`src/rtl/sdgap_pkg.sv`:
```
package sdgap_pkg;
    localparam int CTL_W      = 8;
    localparam int BIT_STOP   = 0;
    localparam int BIT_CONT   = 1;
    localparam int BIT_RDWAIT = 2;
    localparam int BIT_IRQGAP = 3;
    localparam int NUM_ACT    = 2;
    localparam int ACT_RD     = 0;
    localparam int ACT_WR     = 1;

    typedef struct packed {
        logic irq_gap_en;
        logic rdwait_en;
        logic cont_req;
        logic stop_req;
    } ctl_t;

    typedef struct packed {
        logic paused;
        logic in_gap;
    } hold_t;
endpackage

```
`src/rtl/sdgap_edge.sv`:
```
module sdgap_edge #(
    parameter int N = 2
) (
    input  logic         clk,
    input  logic         rst_n,
    input  logic [N-1:0] lvl,
    output logic [N-1:0] rise
);
    logic [N-1:0] lvl_d, lvl_q;

    always_comb begin
        lvl_d = lvl;
    end

    always_ff @(posedge clk or negedge rst_n) begin
        if (!rst_n) lvl_q <= '0;
        else        lvl_q <= lvl_d;
    end

    for (genvar i = 0; i < N; i++) begin : g_rise
        assign rise[i] = lvl[i] & ~lvl_q[i];
    end
endmodule

```
`src/rtl/sdgap_ctlreg.sv`:
```
module sdgap_ctlreg
    import sdgap_pkg::*;
(
    input  logic             clk,
    input  logic             rst_n,
    input  logic             wr_en,
    input  logic [CTL_W-1:0] wr_data,
    input  logic             restart_seen,
    output ctl_t             ctl,
    output logic [CTL_W-1:0] rd_data
);
    ctl_t ctl_d, ctl_q;

    always_comb begin
        ctl_d = ctl_q;
        if (restart_seen) ctl_d.cont_req = 1'b0;
        if (wr_en) begin
            ctl_d.stop_req   = wr_data[BIT_STOP];
            ctl_d.rdwait_en  = wr_data[BIT_RDWAIT];
            ctl_d.irq_gap_en = wr_data[BIT_IRQGAP];
            if (!ctl_q.stop_req && wr_data[BIT_CONT]) ctl_d.cont_req = 1'b1;
        end
    end

    always_ff @(posedge clk or negedge rst_n) begin
        if (!rst_n) ctl_q <= '0;
        else        ctl_q <= ctl_d;
    end

    always_comb begin
        rd_data             = '0;
        rd_data[BIT_STOP]   = ctl_q.stop_req;
        rd_data[BIT_CONT]   = ctl_q.cont_req;
        rd_data[BIT_RDWAIT] = ctl_q.rdwait_en;
        rd_data[BIT_IRQGAP] = ctl_q.irq_gap_en;
    end

    assign ctl = ctl_q;
endmodule

```
`src/rtl/sdgap_hold.sv`:
```
module sdgap_hold
    import sdgap_pkg::*;
(
    input  logic clk,
    input  logic rst_n,
    input  ctl_t ctl,
    input  logic blk_end,
    input  logic xfer_done,
    input  logic restart_seen,
    input  logic xfer_rd,
    input  logic multi_blk,
    input  logic bus_4bit,
    output logic pause,
    output logic rdwait_drv,
    output logic sdclk_stop,
    output logic int_sample_en
);
    hold_t st_d, st_q;

    always_comb begin
        st_d = st_q;
        if (blk_end) begin
            st_d.in_gap = 1'b1;
            if (ctl.stop_req) st_d.paused = 1'b1;
        end else if (st_q.paused && !ctl.stop_req && ctl.cont_req) begin
            st_d.paused = 1'b0;
        end
        if (restart_seen) st_d.in_gap = 1'b0;
        if (xfer_done) begin
            st_d.paused = 1'b0;
            st_d.in_gap = 1'b0;
        end
    end

    always_ff @(posedge clk or negedge rst_n) begin
        if (!rst_n) st_q <= '0;
        else        st_q <= st_d;
    end

    always_comb begin
        pause         = st_q.paused;
        rdwait_drv    = st_q.paused & xfer_rd & ctl.rdwait_en;
        sdclk_stop    = st_q.paused & xfer_rd & ~ctl.rdwait_en;
        int_sample_en = ctl.irq_gap_en & bus_4bit & multi_blk & st_q.in_gap;
    end
endmodule

```
`src/rtl/sdgap_ctrl.sv`:
```
module sdgap_ctrl
    import sdgap_pkg::*;
(
    input  logic             clk,
    input  logic             rst_n,
    input  logic             cfg_we,
    input  logic [CTL_W-1:0] cfg_wdata,
    output logic [CTL_W-1:0] cfg_rdata,
    input  logic             xfer_rd,
    input  logic             multi_blk,
    input  logic             bus_4bit,
    input  logic             dat_active,
    input  logic             wr_active,
    input  logic             blk_end,
    input  logic             xfer_done,
    output logic             pause,
    output logic             rdwait_drv,
    output logic             sdclk_stop,
    output logic             cmd_block,
    output logic             int_sample_en,
    output logic             susp_unsupported
);
    logic [NUM_ACT-1:0] act_lvl, act_rise;
    logic               restart_seen;
    ctl_t               ctl;

    always_comb begin
        act_lvl         = '0;
        act_lvl[ACT_RD] = dat_active;
        act_lvl[ACT_WR] = wr_active;
    end

    sdgap_edge #(.N(NUM_ACT)) u_edge (
        .clk   (clk),
        .rst_n (rst_n),
        .lvl   (act_lvl),
        .rise  (act_rise)
    );

    assign restart_seen = xfer_rd ? act_rise[ACT_RD] : act_rise[ACT_WR];

    sdgap_ctlreg u_reg (
        .clk          (clk),
        .rst_n        (rst_n),
        .wr_en        (cfg_we),
        .wr_data      (cfg_wdata),
        .restart_seen (restart_seen),
        .ctl          (ctl),
        .rd_data      (cfg_rdata)
    );

    sdgap_hold u_hold (
        .clk           (clk),
        .rst_n         (rst_n),
        .ctl           (ctl),
        .blk_end       (blk_end),
        .xfer_done     (xfer_done),
        .restart_seen  (restart_seen),
        .xfer_rd       (xfer_rd),
        .multi_blk     (multi_blk),
        .bus_4bit      (bus_4bit),
        .pause         (pause),
        .rdwait_drv    (rdwait_drv),
        .sdclk_stop    (sdclk_stop),
        .int_sample_en (int_sample_en)
    );

    assign cmd_block        = sdclk_stop;
    assign susp_unsupported = ~ctl.rdwait_en;
endmodule

```
`config.mk`:
```
export PLATFORM = sky130hd
export DESIGN_NAME = sdgap_ctrl
export DESIGN_NICKNAME = d
export VERILOG_FILES = /design/src/rtl/sdgap_pkg.sv /design/src/rtl/sdgap_edge.sv /design/src/rtl/sdgap_ctlreg.sv /design/src/rtl/sdgap_hold.sv /design/src/rtl/sdgap_ctrl.sv
export SDC_FILE = /design/constraint.sdc
export NUM_CORES = 1
export LEC_CHECK = 0
export CORE_AREA = 8 8 45 47
export CTS_BUF_LIST = sky130_fd_sc_hd__clkbuf_8
export DETAILED_ROUTE_END_ITERATION = 10
export DIE_AREA = 0 0 53 55
export PLACE_DENSITY = 0.77
export SYNTH_ARGS = -nofsm -noshare
export SYNTH_HDL_FRONTEND = slang
export SYNTH_HIERARCHICAL = 1
export SYNTH_SLANG_ARGS = --single-unit
```
`constraint.sdc`:
```
create_clock -name clk -period 1 [get_ports clk]
set_input_delay 0.1 -clock clk [delete_from_list [all_inputs] [get_ports clk]]
set_output_delay 0.1 -clock clk [all_outputs]
set_load 0.1 [all_outputs]
```
* After elaboration in Yosys (flattened, before gate mapping)
Index checks and enable logic that the tools add are counted.
Storage, ports and cells: output and inout port bits 14, bits in registers 8, word-level logic and storage cells 36, bits of input ports 18
Cells by class: reduce and logical (&&, ||, !) cells 7, bitwise logic cells 11, equality and inequality tests 1, mux-type cells 10
Operators by type and width (count):
- 1-bit bitwise AND | 8
- 1-bit two-way mux | 8
- 3-bit nonzero test | 2
- 2-bit two-way mux | 2
- 1-bit logical AND | 3
- 3-bit by 1-bit inequality test with 1-bit output, second input constant | 1
- 1-bit inverter | 3
- 2-bit AND reduction | 1
- 1-bit zero test | 1

* Depth between registers and ports, before layout
depth after elaboration 6, depth in mapped cells 3, mapped depth without buffers 3

* Cells and area by module
The synthesis kept the hierarchy.
By module, submodules not included:
- sdgap_ctlreg | instances 1, cells an instance 19, area each 214.0 µm²
- sdgap_hold | instances 1, cells an instance 12, area each 110.1 µm²
- sdgap_edge | instances 1, cells an instance 4, area each 77.6 µm²
- sdgap_ctrl | instances 1, cells an instance 3, area each 26.3 µm²

* Worst setup path after synthesis
No wires, ideal clock.
path type register -> output, start point register u_hold.st_q, in the netlist u_hold/pause, end point output port sdclk_stop, data arrival time 2.859 ns, slack -1.959 ns, cell stages (with the launch flop) 4, data required time 0.900 ns, cells stage by stage dfrtp_1 > nand2_1 > nor2_1 > buf_4
Between the ends: word-level cells in the longest chain between the ends 2
RTL lines:
- start, declared | line sdgap_hold.sv:18 | hold_t st_d, st_q;
- start signal, assigned | line sdgap_hold.sv:37 | else st_q <= st_d;
- 1-bit bitwise AND (2 in a row) | line sdgap_hold.sv:43 | sdclk_stop = st_q.paused & xfer_rd & ~ctl.rdwait_en;
- end, declared | line sdgap_ctrl.sv:18 | output logic sdclk_stop,
Every way passes these cells.

* Worst setup path after layout
start point register u_hold.st_q, in the netlist u_hold/pause, end point output port rdwait_drv
Between the ends: word-level cells in the longest chain between the ends 2
RTL lines:
- 1-bit bitwise AND (2 in a row) | line sdgap_hold.sv:42 | rdwait_drv = st_q.paused & xfer_rd & ctl.rdwait_en;
- end, declared | line sdgap_ctrl.sv:17 | output logic rdwait_drv,
Every way passes these cells.

==> results.md <==
- Status: finished, violations left
- Failing checks: setup timing
- Worst setup startpoint: u_hold/pause
- CTS Buffer Depth: 2
- Clk sinks: 8
- Min-Delay Path Class: in -> async
- Yosys warns: 6
- Crit path buf inv count: 1
- Syn_area_per_cell: 11.26 um2
- Flop-to-flop setup slack: 0.01 ns
- CP required: 0.90 ns
- Delay-heaviest family, CP: flip-flops
- Hold-fix buffers, CTS: 0
- PnR worst setup slack: -0.1592 ns
- Io pins: 32
- Logic pwr share: 0.438
- Critical Path Start Type: register
- Crit. path cell count: 2
- GRT Overall Usage: 0.07802
- Die height: 55 um
- Mapped cell area: 427.9 um2
- Total Power: 1.394 mW
- Final HPWL DP: 946.4 um
- Count of cell types in the netlist: 17
- Period utilisation layout: 1.159
- TritonCTS clock tree: done
- Initial Util: 0.3092
- Max-slew violation count: 0
- Net Sw Power: 0.5385 mW
- Area leader, netlist: dfrtp_1
- Worst-path clk slew: 0.04 ns
- Max VDD drop: 0.0007868 V
- CTS HTree Levels: 1
- Total wire length: 1164 um
- Crit-path slowest cell: dfrtp_4
- CP endpoint kind: primary output
- Minimum clock period: 1.159 ns
- Sequential share of power: 0.284
- Hold_ws: 0.1589 ns
- Share of layout cells above drive strength 1: 0.5313
- Leading post-synthesis cells by cell area: dfrtp_1 47%, buf_4 16%, mux2_2 7.9%
- Top-area cell type share of the netlist area: 0.4678
- Post-Syn Instances: 38
- Core region area: 1384 um2
- Drc violations: 0
- First-pass GRT wire length: 1614 um
- Sw Share: 0.3863
- PD cells: 1638 nW/um2
- End of the critical path: rdwait_drv
- Max-Cap Viols: 0
- Largest net degree at the start of global routing: 9
- Final nets: 83
- Critical path class: reg -> out
- Vias in the first global route: 378
- ANT nets after route: 0
- Setup violators final: 8
- Row Count: 14
- Pre-antenna DRT Iters: 4
- Final Hold Fails: 0
- Root buf cell: clkbuf_8
- Number of CTS-inserted buffers: 3
- Setup Skew: 0.005396 ns
- Die W: 53 um
- Internal power: 0.8553 mW
- GRT overflow: 0
- Routability cong.: 0.7176
- Vias per inst: 4.313
- CP Max Fanout: 4
- I/O Buffers: 23
- Critical path arrival: 1.06 ns
- Clk_lat worst skew: 0.23 ns
- Commonest non-fill, non-tap cell in the layout: clkdlybuf4s50_1
- Clk pwr share: 0.279
- Most frequent cells in the layout: 12 x clkdlybuf4s50_1, 10 x buf_12, 6 x dfrtp_1
- DR WL/cell: 14.55 um
- Die area: 2915 um2
- Critical Path, Cell by Cell: and3_4 > buf_12
- RSZ-0062 raised after global routing: yes
- Initial antenna violation count: 0
- P_leak: 0.3760 nW
- RR Startpoint: u_reg/ctl[0]
- R2R cell count: 4
- Drt initial violations: 3
- Area overhead of the layout relative to synthesis: 98.83%
- Yosys reg bits: 8
- Ant. Diodes: 0
- Maximum clock rate: 0.8627 GHz
- DR vias: 345
- Reg2reg end: u_hold/pause
- Post-synthesis sequential area ratio: 0.4678
- CP peak stage delay: 0.50 ns
-- flip-flops by register name (all words and copies together) (netlist names) --
signal	count
u_reg/ctl	4
u_edge/lvl_q	2
u_hold/pause	1
u_hold/st_q	1
-- metal layers --
| metal | global-route usage | wire length [um] |
|---|---|---|
| met3 | 0.04011 | 172 |
| met4 | 0.03879 | 0 |
| met5 | 0 | 0 |
| met1 | 0.07253 | 433 |
| met2 | 0.1387 | 558 |
-- worst reg2reg max path: stages (launching register included) --
cell,delay (ns)
dfrtp_1,0.40
buf_6,0.13
nand2b_1,0.14
a21oi_2,0.15
nor3_2,0.06
-- cells in the mapped netlist (all sizes together) --
cell type  number
nand2b          1
nand2           1
nor2            3
nor2b           2
o21ai           1
nand3b          1
buf             9
nor3            2
and4            1
dfrtp           8
mux2            4
conb            1
inv             2
a21oi           1
and3            1
-- cell families (layout without fill, tap and decap cells) --
| logic type | Yosys count | after routing | share of synthesized area |
|---|---|---|---|
| other | 1 | 4 | 0.008764 |
| buffers and inverters | 11 | 34 | 0.1754 |
| multiplexers | 4 | 4 | 0.1140 |
| AND/OR/NAND/NOR | 12 | 12 | 0.2018 |
| flip-flops | 8 | 8 | 0.4678 |
| AO/OA/AOI/OAI | 2 | 2 | 0.03216 |
-- power by group through the flow --
stage                     Clock (mW)  Combinational (mW)  Sequential, mW
after floorplan                    0               0.378           0.410
after global placement             0               0.579           0.399
after detailed placement           0               0.584           0.400
after CTS                      0.400               0.604           0.393
after global routing           0.422               0.626           0.400
final                          0.388               0.610           0.395
-- repair_timing --
item | in CTS | in global routing
resized for setup | 4 | 3
cloned | 0 | 0
endpoints found under the hold margin | 0 | 0
setup endpoints to repair | 9 | 11
pin swaps | 2 | 1
setup buffers | 2 | 0
-- area by class of cell --
| type | instances | area [um2] |
|---|---|---|
| Fill cell | 99 | 533.0 |
| Multi-Input combinational cell | 22 | 191.4 |
| Inverter | 2 | 11.26 |
| Tap cell | 16 | 20.02 |
| Clock inverter | 1 | 3.754 |
| Sequential cell | 8 | 205.2 |
| Timing Repair Buffer | 28 | 377.9 |
| Clock buffer | 3 | 41.29 |
-- stage by stage --
stage	setup TNS (ns)	instance area [um2]	cells	setup WS [ns]	util
after floorplan	-1.246	478.0	41	-0.5973	-
after global placement	-1.400	770.7	74	-0.2268	0.5570
after detailed placement	-1.568	770.7	74	-0.2830	0.5570
after CTS	-0.9000	838.3	80	-0.1645	0.6058
after global routing	-1.183	850.8	80	-0.1969	0.6148
final	-0.8836	850.8	80	-0.1592	0.6148
-- how the worst min path moves through the flow --
stage	end	slack (ns)	depth (start not counted)
6_report	u_hold/pause	0.16	1
3_3_place_gp	u_hold/st_q[0]	0.40	1
2_1_floorplan	u_edge/lvl_q[0]	-0.20	0
5_1_grt	u_reg/ctl[3]	0.18	1
3_5_place_dp	u_reg/ctl[3]	0.41	1
4_1_cts	u_reg/ctl[3]	0.17	1
(Power assumes the default switching activity.)
